## src/rtl/irq_status_pkg.sv

```systemverilog
`timescale 1ns/1ps
package irq_status_pkg;

    localparam int unsigned STAT_W = 32;

    localparam int unsigned BIT_SDIO     = 16;
    localparam int unsigned BIT_CARD_IN  = 30;
    localparam int unsigned BIT_CARD_OUT = 31;
    localparam int unsigned GIE_BIT      = 4;

    // implemented status bits: 1..16, 30, 31
    localparam logic [STAT_W-1:0] IMPL_BITS = 32'hC001_FFFE;
    // error class: 1, 6, 7, 8, 11, 12, 13, 15
    localparam logic [STAT_W-1:0] ERR_BITS  = 32'h0000_B9C2;

    typedef enum logic [2:0] {
        SEL_CTRL   = 3'd0,
        SEL_MASK   = 3'd1,
        SEL_RAW    = 3'd2,
        SEL_MASKED = 3'd3,
        SEL_ERRSUM = 3'd4
    } reg_sel_e;

    typedef enum logic [0:0] {
        CD_ABSENT  = 1'b0,
        CD_PRESENT = 1'b1
    } cd_state_e;

endpackage

```

## src/rtl/card_detect_fsm.sv

```systemverilog
`timescale 1ns/1ps
module card_detect_fsm
    import irq_status_pkg::*;
#(
    parameter int unsigned SYNC_STAGES = 2
) (
    input  logic clk,
    input  logic rst_n,
    input  logic card_present_i,
    output logic insert_o,
    output logic remove_o
);

    localparam int unsigned LAST = SYNC_STAGES - 1;

    logic [SYNC_STAGES-1:0] sync_q;
    logic                   level;
    cd_state_e              state_q;
    cd_state_e              state_d;

    always_ff @(posedge clk or negedge rst_n) begin
        if (!rst_n) begin
            sync_q <= '0;
        end else begin
            sync_q <= {sync_q[SYNC_STAGES-2:0], card_present_i};
        end
    end

    assign level = sync_q[LAST];

    // state register
    always_ff @(posedge clk or negedge rst_n) begin
        if (!rst_n) begin
            state_q <= CD_ABSENT;
        end else begin
            state_q <= state_d;
        end
    end

    // next state
    always_comb begin
        state_d = state_q;
        unique case (state_q)
            CD_ABSENT:  if (level)  state_d = CD_PRESENT;
            CD_PRESENT: if (!level) state_d = CD_ABSENT;
            default:    state_d = CD_ABSENT;
        endcase
    end

    // outputs: one pulse per transition
    always_comb begin
        insert_o = 1'b0;
        remove_o = 1'b0;
        unique case (state_q)
            CD_ABSENT:  insert_o = level;
            CD_PRESENT: remove_o = !level;
            default:    ;
        endcase
    end


    insert_then_present_chk: assert property (@(posedge clk) disable iff (!rst_n)
        insert_o |=> (state_q == CD_PRESENT && !insert_o));


    remove_then_absent_chk: assert property (@(posedge clk) disable iff (!rst_n)
        remove_o |=> (state_q == CD_ABSENT && !remove_o));

endmodule

```

## src/rtl/irq_status_bank.sv

```systemverilog
`timescale 1ns/1ps
module irq_status_bank
    import irq_status_pkg::*;
(
    input  logic              clk,
    input  logic              rst_n,
    input  logic [STAT_W-1:0] evt_i,
    input  logic              card_in_i,
    input  logic              card_out_i,
    input  logic [STAT_W-1:0] clr_i,
    output logic [STAT_W-1:0] raw_o
);

    logic [STAT_W-1:0] req_vec;
    logic [STAT_W-1:0] set_vec;
    logic [STAT_W-1:0] raw_q;
    logic [STAT_W-1:0] raw_d;

    always_comb begin
        req_vec = evt_i;
        req_vec[BIT_CARD_IN]  = evt_i[BIT_CARD_IN]  | card_in_i;
        req_vec[BIT_CARD_OUT] = evt_i[BIT_CARD_OUT] | card_out_i;
    end

    for (genvar b = 0; b < STAT_W; b++) begin : g_bit
        if (IMPL_BITS[b]) begin : g_live
            assign set_vec[b] = req_vec[b];
            // setting outranks clearing
            assign raw_d[b]   = (raw_q[b] & ~clr_i[b]) | req_vec[b];
        end else begin : g_rsvd
            assign set_vec[b] = 1'b0;
            assign raw_d[b]   = 1'b0;
        end
    end

    always_ff @(posedge clk or negedge rst_n) begin
        if (!rst_n) begin
            raw_q <= '0;
        end else begin
            raw_q <= raw_d;
        end
    end

    assign raw_o = raw_q;


    set_wins_chk: assert property (@(posedge clk) disable iff (!rst_n)
        (set_vec != '0) |=> ((raw_q & $past(set_vec)) == $past(set_vec)));


    clear_takes_chk: assert property (@(posedge clk) disable iff (!rst_n)
        (clr_i != '0) |=> ((raw_q & $past(clr_i & ~set_vec)) == '0));

endmodule

```

## src/rtl/irq_reg_file.sv

```systemverilog
`timescale 1ns/1ps
module irq_reg_file
    import irq_status_pkg::*;
#(
    parameter int unsigned ADDR_W = 3
) (
    input  logic              clk,
    input  logic              rst_n,
    input  logic              we_i,
    input  logic [ADDR_W-1:0] addr_i,
    input  logic [STAT_W-1:0] wdata_i,
    input  logic [STAT_W-1:0] raw_i,
    output logic [STAT_W-1:0] rdata_o,
    output logic [STAT_W-1:0] clr_o,
    output logic [STAT_W-1:0] mask_o,
    output logic              gie_o
);

    localparam logic [ADDR_W-1:0] A_CTRL   = ADDR_W'(SEL_CTRL);
    localparam logic [ADDR_W-1:0] A_MASK   = ADDR_W'(SEL_MASK);
    localparam logic [ADDR_W-1:0] A_RAW    = ADDR_W'(SEL_RAW);
    localparam logic [ADDR_W-1:0] A_MASKED = ADDR_W'(SEL_MASKED);
    localparam logic [ADDR_W-1:0] A_ERRSUM = ADDR_W'(SEL_ERRSUM);

    logic [STAT_W-1:0] mask_q;
    logic              gie_q;
    logic              err_any;

    always_ff @(posedge clk or negedge rst_n) begin
        if (!rst_n) begin
            mask_q <= '0;
            gie_q  <= 1'b0;
        end else if (we_i) begin
            if (addr_i == A_MASK) mask_q <= wdata_i;
            if (addr_i == A_CTRL) gie_q  <= wdata_i[GIE_BIT];
        end
    end

    always_comb begin
        clr_o = '0;
        if (we_i && (addr_i == A_RAW || addr_i == A_MASKED)) begin
            clr_o = wdata_i;
        end
    end

    assign err_any = |(raw_i & ERR_BITS);

    always_comb begin
        rdata_o = '0;
        case (addr_i)
            A_CTRL:   rdata_o[GIE_BIT] = gie_q;
            A_MASK:   rdata_o = mask_q;
            A_RAW:    rdata_o = raw_i;
            A_MASKED: rdata_o = raw_i & mask_q;
            A_ERRSUM: rdata_o[0] = err_any;
            default:  rdata_o = '0;
        endcase
    end

    assign mask_o = mask_q;
    assign gie_o  = gie_q;

endmodule

```

## src/rtl/irq_status_unit.sv

```systemverilog
`timescale 1ns/1ps
module irq_status_unit
    import irq_status_pkg::*;
#(
    parameter int unsigned ADDR_W      = 3,
    parameter int unsigned SYNC_STAGES = 2
) (
    input  logic              clk,
    input  logic              rst_n,
    input  logic              reg_we,
    input  logic [ADDR_W-1:0] reg_addr,
    input  logic [31:0]       reg_wdata,
    output logic [31:0]       reg_rdata,
    input  logic [31:0]       evt_i,
    input  logic              card_present_i,
    output logic              irq_o
);

    logic              card_in;
    logic              card_out;
    logic [STAT_W-1:0] raw;
    logic [STAT_W-1:0] clr;
    logic [STAT_W-1:0] mask;
    logic              gie;

    card_detect_fsm #(
        .SYNC_STAGES(SYNC_STAGES)
    ) u_card (
        .clk           (clk),
        .rst_n         (rst_n),
        .card_present_i(card_present_i),
        .insert_o      (card_in),
        .remove_o      (card_out)
    );

    irq_status_bank u_bank (
        .clk       (clk),
        .rst_n     (rst_n),
        .evt_i     (evt_i),
        .card_in_i (card_in),
        .card_out_i(card_out),
        .clr_i     (clr),
        .raw_o     (raw)
    );

    irq_reg_file #(
        .ADDR_W(ADDR_W)
    ) u_regs (
        .clk    (clk),
        .rst_n  (rst_n),
        .we_i   (reg_we),
        .addr_i (reg_addr),
        .wdata_i(reg_wdata),
        .raw_i  (raw),
        .rdata_o(reg_rdata),
        .clr_o  (clr),
        .mask_o (mask),
        .gie_o  (gie)
    );

    assign irq_o = gie & (|(raw & mask));


    irq_has_cause_chk: assert property (@(posedge clk) disable iff (!rst_n)
        irq_o |-> (gie && ((raw & mask) != '0)));


    masked_view_chk: assert property (@(posedge clk) disable iff (!rst_n)
        (reg_addr == ADDR_W'(SEL_MASKED)) |-> (reg_rdata == (raw & mask)));


    zero_write_keeps_chk: assert property (@(posedge clk) disable iff (!rst_n)
        (reg_we && reg_addr == ADDR_W'(SEL_RAW) && reg_wdata == '0
         && evt_i == '0 && !card_in && !card_out) |=> $stable(raw));

endmodule

```

## config.mk

```make
export PLATFORM = sky130hd
export DESIGN_NAME = irq_status_unit
export DESIGN_NICKNAME = d
export VERILOG_FILES = /design/src/rtl/irq_status_pkg.sv /design/src/rtl/card_detect_fsm.sv /design/src/rtl/irq_status_bank.sv /design/src/rtl/irq_reg_file.sv /design/src/rtl/irq_status_unit.sv
export SDC_FILE = /design/constraint.sdc
export NUM_CORES = 1
export LEC_CHECK = 0
export ABC_AREA = 1
export BUFFER_PORTS_ARGS = -buffer_cell sky130_fd_sc_hd__buf_2
export CAP_MARGIN = 20
export CORE_AREA = 3 3 108 100
export CTS_CLUSTER_SIZE = 40
export DETAILED_ROUTE_END_ITERATION = 8
export DIE_AREA = 0 0 111 103
export SLEW_MARGIN = 20
export SYNTH_ARGS = -nofsm -noshare
export SYNTH_HDL_FRONTEND = slang
export SYNTH_SLANG_ARGS = --single-unit
```

## constraint.sdc

```tcl
create_clock -name clk -period 0.9 [get_ports clk]
set_clock_uncertainty 0.15 [all_clocks]
set_input_delay 0.045 -clock clk [delete_from_list [all_inputs] [get_ports clk]]
set_output_delay 0.045 -clock clk [all_outputs]
set_load 0.05 [all_outputs]
```

==> results.md, run 1 <==
* Ys flop type: dfrtp_1
* Vias in the first global route at 3093
* Share of Yosys cell area claimed by the top area cell type at 50.19%
* Layout cell share with drive strength beyond 1 at 55.20%
* Post-synthesis area per instance at 7.896 um2
* Final critical-path setup slack at -0.7305 ns
* Total leakage power at 0.002677 uW
* Number of standard cells after synthesis at 341
* CP Cell Sequence: nand2_1 > nand2_1 > nor2_1 > nand3_1 > nor2_2 > nor2_4 > buf_6
* Post-detailed-route wirelength per cell at 16.49 um
* IO Count at 104
* Number of hold-repair buffers added at the cts stage at 53
* Final hold violation count at 1
* Post-DR vias/cell at 4.577
* Worst-path cell with the longest stage delay: dfrtp_1
* Largest area contributor in the netlist: dfrtp_1
* Library cell used as clock root buffer: clkbuf_8
* Depth of the most critical reg-to-reg path at 4
* Final WL at 11280 um
* Transition time of the tightest slew-check pin at 0.4124 ns
* Count of input and output buffers at 89
* Seq/Total Area, Yosys at 50.19%
* Peak supply drop at 0.7689 mV
* Number of flip-flops and latches in the synthesized netlist at 54
* Placement Rows at 34
* Overall die area at 11430 um2
* End of the worst register-to-register path: u_regs.mask_o[5]
* # Max-Cap Violations at 0
* Initial Utilization at 27.88%
* Syn-to-layout area delta at 110.2%
* Die outline height at 103 um
* Maximum clock frequency at 0.6133 GHz
* Area contributors post-synth: dfrtp_1 50%, nand2_1 12%, inv_1 7.0%
* Min Clock Period, post-route at 1.630 ns
* Setup violations, final at 68
* Overall fraction of global-route tracks in use at 16.37%
* Number of fill cells in the layout at 788
* Number of nets produced by synthesis at 412
* Slew margin rel. at 72.51%
* RSZ-0062 raised after global routing: yes
* ANT nets after route at 0
* Worst setup path class: reg -> out
* Startpoint of the lowest-slack hold path: reg_addr[0]
* Arrival @ worst endpoint at 1.44 ns
* HPWL after detailed placement at 6036 um
* Power density relative to cell area at 1345 nW/um2
* Worst reg2reg path startpoint: u_regs.mask_o[5]
* Post-synthesis cell type count at 21
* Crit path buf inv count at 1
* GPL Wtd Cong at 0.7982
* Total clock buffers created by CTS at 5
* Initial DRC Count at 97
* Overflow after GRT at 0
* CTS tree: yes
* Hold Path Sink: u_regs.gie_o
* DRC violations left at 0
* Global-route layer with the greatest usage: met2
* Clk sinks at 54
* Inserted Diodes at 0
* Type of destination of the critical path: output port
* Final core occ at 58.60%
* Top delay family on crit path: simple AND/OR/NAND/NOR gates
* Maximum number of pins on one net before global-route repair at 55
* Number of stages on the worst hold path at 4
* Highest cell delay on the worst timing path at 0.42 ns
* Met3 global-route usage at 2.876%
* Total vias in the final route at 3131
* Post-placement setup slack at -0.4653 ns
* Top cell by count, worst path: nand2_1
* Data required time of the critical path at 0.70 ns
* Count of H-tree levels built during CTS at 2
* # nets final at 628
* Maximum clock insertion buffer count at 2
* Post-synthesis async set-or-reset flop share at 100.0%
* Most common cell in the netlist: nand2_1
* Syn. warnings at 0
* Worst-path fanout max at 2
* Startpoint type of the worst setup path: register
* Post-Synthesis Cell Area at 2693 um2
* Worst hold path class: in -> reg
* Die boundary width at 111 um
* Status: finished, violations left
* Sequential Area at 1351 um2
* Initial antenna violation count at 0
* Share of the cycle needed by the critical path after routing at 181.2%
* Clock transition at the register clock pins on the worst setup and hold paths after CTS at 0.10 ns
* Clock network latency to the later pin of the worst-skew pair at 0.31 ns
* First-pass GRT wire length at 14960 um
* Reg2Reg Setup Slack at -0.12 ns
* Met1 demand-to-capacity share in global routing at 20.53%
* Total area of multi-input combinational cells at 1668 um2
* Synth cell count leaders: 86 x nand2_1, 54 x dfrtp_1, 50 x inv_1, 44 x nor2_1, 28 x o21ai_1
* Count of flip-flops with a built-in enable after synthesis at 0
* Post-layout power at 7613 uW
* Core Box Area at 9657 um2
* GR met2 Demand/Resource at 29.76%
* Violations in the final reports: negative hold slack, negative setup slack
* Worst slack on hold paths at -0.04019 ns
* 1st-pass router iterations at 4
* Slew Viols, Final at 0
placed cells by master (no fill, tap or decap), types with 21 or more instances in the layout:
cell / instances
buf_2: 54
buf_4: 26
buf_6: 58
dfrtp_1: 54
dlygate4sd3_1: 52
inv_1: 26
inv_2: 24
nand2_1: 57
nand2_2: 23
nor2_1: 21
per-stage QoR:
step	setup TNS (ns)	area, um2	instances
after global routing	-20.71	5659	684
final	-18.02	5659	684
after detailed placement	-27.62	3944	595
after CTS	-15.22	5074	664
after floorplan	-5.533	2988	341
after global placement	-24.91	3944	595
state kept, by name, indices dropped and copies added, names as in the netlist:
register        flops
u_regs.gie_o        1
u_card.sync_q       2
u_card.state_q      1
u_regs.mask_o      32
u_bank.raw_o       18
power by group:
group,internal [uW],switching [uW]
Combinational,1560,1680
Clock,624,816
Sequential,2730,201
worst reg2reg max path, delay by kind of cell, from the launching register on:
| family | cells | cell delay [ns] |
|---|---|---|
| buf+inv | 2 | 0.25 |
| flops | 1 | 0.42 |
| simple gates | 1 | 0.04 |
| compound gates | 1 | 0.07 |
cell families (layout without fill, tap and decap cells):
kind of cell           Yosys count  count (layout)  synth area share [%]
AO/OA/AOI/OAI                   78              78                 17.89
buffers and inverters           67             282                 10.36
flip-flops                      54              54                 50.19
AND/OR/NAND/NOR                142             144                 21.56
worst max path at each step:
stage,start,slack (ns),to,cells after the start
floorplan,u_regs.mask_o[3],-0.18,irq_o,6
global placement,reg_addr[1],-0.41,reg_rdata[17],6
detailed placement,reg_addr[1],-0.47,reg_rdata[17],6
CTS,u_bank.raw_o[14],-0.72,irq_o,7
global route,u_regs.mask_o[10],-0.85,irq_o,7
finish,u_regs.mask_o[5],-0.73,irq_o,7
layer usage:
metal | vias to the layer above | routed length [um] | share of wire, %
met5 | - | 0 | 0
met4 | 0 | 95 | 0.84
met3 | 8 | 389 | 3.4
met2 | 74 | 5754 | 51
met1 | 1515 | 5036 | 45
li1 | 1534 | - | -
layout make-up:
type,instances,share of cell area [%]
clock inverters,1,0.08844
multi-input cells,222,29.47
repair buffers,221,38.56
clock buffers,7,1.526
well taps,126,2.786
inverters,53,3.692
flip-flops and latches,54,23.88
timing repair:
action                                  4_1_cts  5_1_grt
endpoints found under the setup margin       58       79
pin swaps                                    51       31
buffers inserted                             11       15
resized for setup                           143       92
cloned                                        0       11
hold endpoints to repair                    106        1
(Power assumes the default switching activity.)
==> run 2: changes to the inputs <==
clock period = 1.5 ns   (was 0.9 ns; I/O delays follow)
==> results.md, run 2 (same netlist as run 1, synthesis figures left out) <==
* Status: finished, violations left
* Violations in the final reports: negative setup slack
* Final hold violation count at 0
* Reg2Reg Setup Slack at 0.06 ns
* Highest metal layer used by the detailed router: met4
* Worst setup path class: reg -> out
* Count of input and output buffers at 89
* Die outline height at 103 um
* Post-detailed-route wirelength per cell at 13.00 um
* Startpoint type of the worst setup path: register
* Total clock buffers created by CTS at 5
* Peak supply drop at 0.4889 mV
* Initial antenna violation count at 0
* 1st-pass router iterations at 5
* # nets final at 586
* ANT nets after route at 0
* First-pass GRT wire length at 13830 um
* HPWL after detailed placement at 5551 um
* Min Clock Period, post-route at 1.627 ns
* Placement Rows at 34
* Maximum clock frequency at 0.6146 GHz
* Initial DRC Count at 169
* Clock network latency to the later pin of the worst-skew pair at 0.30 ns
* Vias in the first global route at 2882
* RSZ-0062 raised after global routing: yes
* Syn-to-layout area delta at 63.99%
* Inserted Diodes at 0
* Slew margin rel. at 69.55%
* Clk sinks at 54
* # Max-Cap Violations at 0
* Share of the cycle needed by the critical path after routing at 108.5%
* Sum of met2 wire segment lengths after detailed routing at 3860 um
* Met3 wire length at 487 um
* Layout cell share with drive strength beyond 1 at 28.29%
* Flip-flop count of the largest register after layout at 32
* IO Count at 104
* Core Box Area at 9657 um2
* Count of H-tree levels built during CTS at 2
* Most frequent standard cell in the layout excluding fill and tap cells: nand2_1
* CTS tree: yes
* Slew Viols, Final at 0
* Post-placement setup slack at 0.1002 ns
* Power density relative to cell area at 905.7 nW/um2
* Library cell used as clock root buffer: clkbuf_8
* Total vias in the final route at 2888
* Overall die area at 11430 um2
* DRC violations left at 0
* Type of destination of the critical path: output port
* Wire length on met1 at 3965 um
* Worst hold path class: in -> async
* Die boundary width at 111 um
* Final WL at 8348 um
* Worst-path fanout max at 2
* Overflow after GRT at 0
* Total leakage power at 0.002263 uW
* Final critical-path setup slack at -0.1271 ns
* Data required time of the critical path at 1.27 ns
* Maximum clock insertion buffer count at 2
* Arrival @ worst endpoint at 1.40 ns
* Placed cell count at 552
* Maximum number of pins on one net before global-route repair at 46
* Post-layout instance count excluding filler cells at 642
* Post-DR vias/cell at 4.498
* Overall fraction of global-route tracks in use at 14.95%
* Initial Utilization at 27.88%
* Setup violations, final at 3
* Commonest non-fill, non-tap cells in the layout: 83 x nand2_1, 71 x buf_2, 68 x dlygate4sd3_1
* Transition time of the tightest slew-check pin at 0.4567 ns
* Clock transition at the register clock pins on the worst setup and hold paths after CTS at 0.10 ns
* GPL Wtd Cong at 0.7665
-- run 2: power by group --
group	internal (uW)	switching [uW]	leakage (uW)	total, uW
logic	551	720	0.00162	1270
clock network	499	480	0.0000514	979
registers	1640	110	0.000589	1750
-- run 2: per-stage QoR --
stage	utilization, %	hold slack [ns]	area (um2)	TNS, ns	power [uW]
after global routing	45.72	0.1073	4415	-0.9299	4256
after CTS	44.90	0.09397	4335	-0.3216	3973
after global placement	34.59	-0.1082	3341	0	2708
after detailed placement	34.59	-0.09929	3341	0	2739
final	45.72	0.09402	4415	-0.2065	3999
after floorplan	-	-0.3706	2693	0	2410
-- run 2: path summary, 6_finish.rpt --
| kind | cells after the start | to | from |
|---|---|---|---|
| max in group asynchronous | 3 | u_bank.raw_o[15] | rst_n |
| hold reg to reg | 0 | u_card.sync_q[1] | u_card.sync_q[0] |
| min in group clk | 5 | u_regs.mask_o[0] | reg_we |
| setup / recovery | 7 | irq_o | u_regs.mask_o[14] |
| hold / removal | 2 | u_card.sync_q[0] | rst_n |
| setup reg to reg | 4 | u_bank.raw_o[9] | u_bank.raw_o[9] |
-- run 2: layer usage --
metal  global-route usage (%)  vias to the layer above
met1                    20.47                     1360
met5                        0                        -
met3                    2.758                        4
li1                         -                     1432
met2                    25.33                       92
met4                    2.557                        0
-- run 2: final cells by class --
cell class / instances / area, um2
Fill cell: 951 / 5241
Inverter: 53 / 198.9
Clock buffer: 6 / 72.57
Timing Repair Buffer: 181 / 1469
Multi-Input combinational cell: 220 / 1129
Sequential cell: 54 / 1351
Clock inverter: 2 / 37.54
Tap cell: 126 / 157.7
-- run 2: what timing repair did --
item | in CTS | in global routing
cloned | 0 | 0
pin swaps | 6 | 25
resized for setup | 22 | 36
hold endpoints to repair | 106 | 0
hold buffers | 73 | 0
buffers inserted | 11 | 3
setup endpoints to repair | 3 | 30
-- run 2: critical path, cell delays in order, from the launching register on --
cell and delay [ns]:
dfrtp_1 0.40, nand2_1 0.08, nand2_1 0.07, nor2_2 0.12
nand3_1 0.09, nor2_1 0.10, nor2_1 0.08, buf_6 0.15
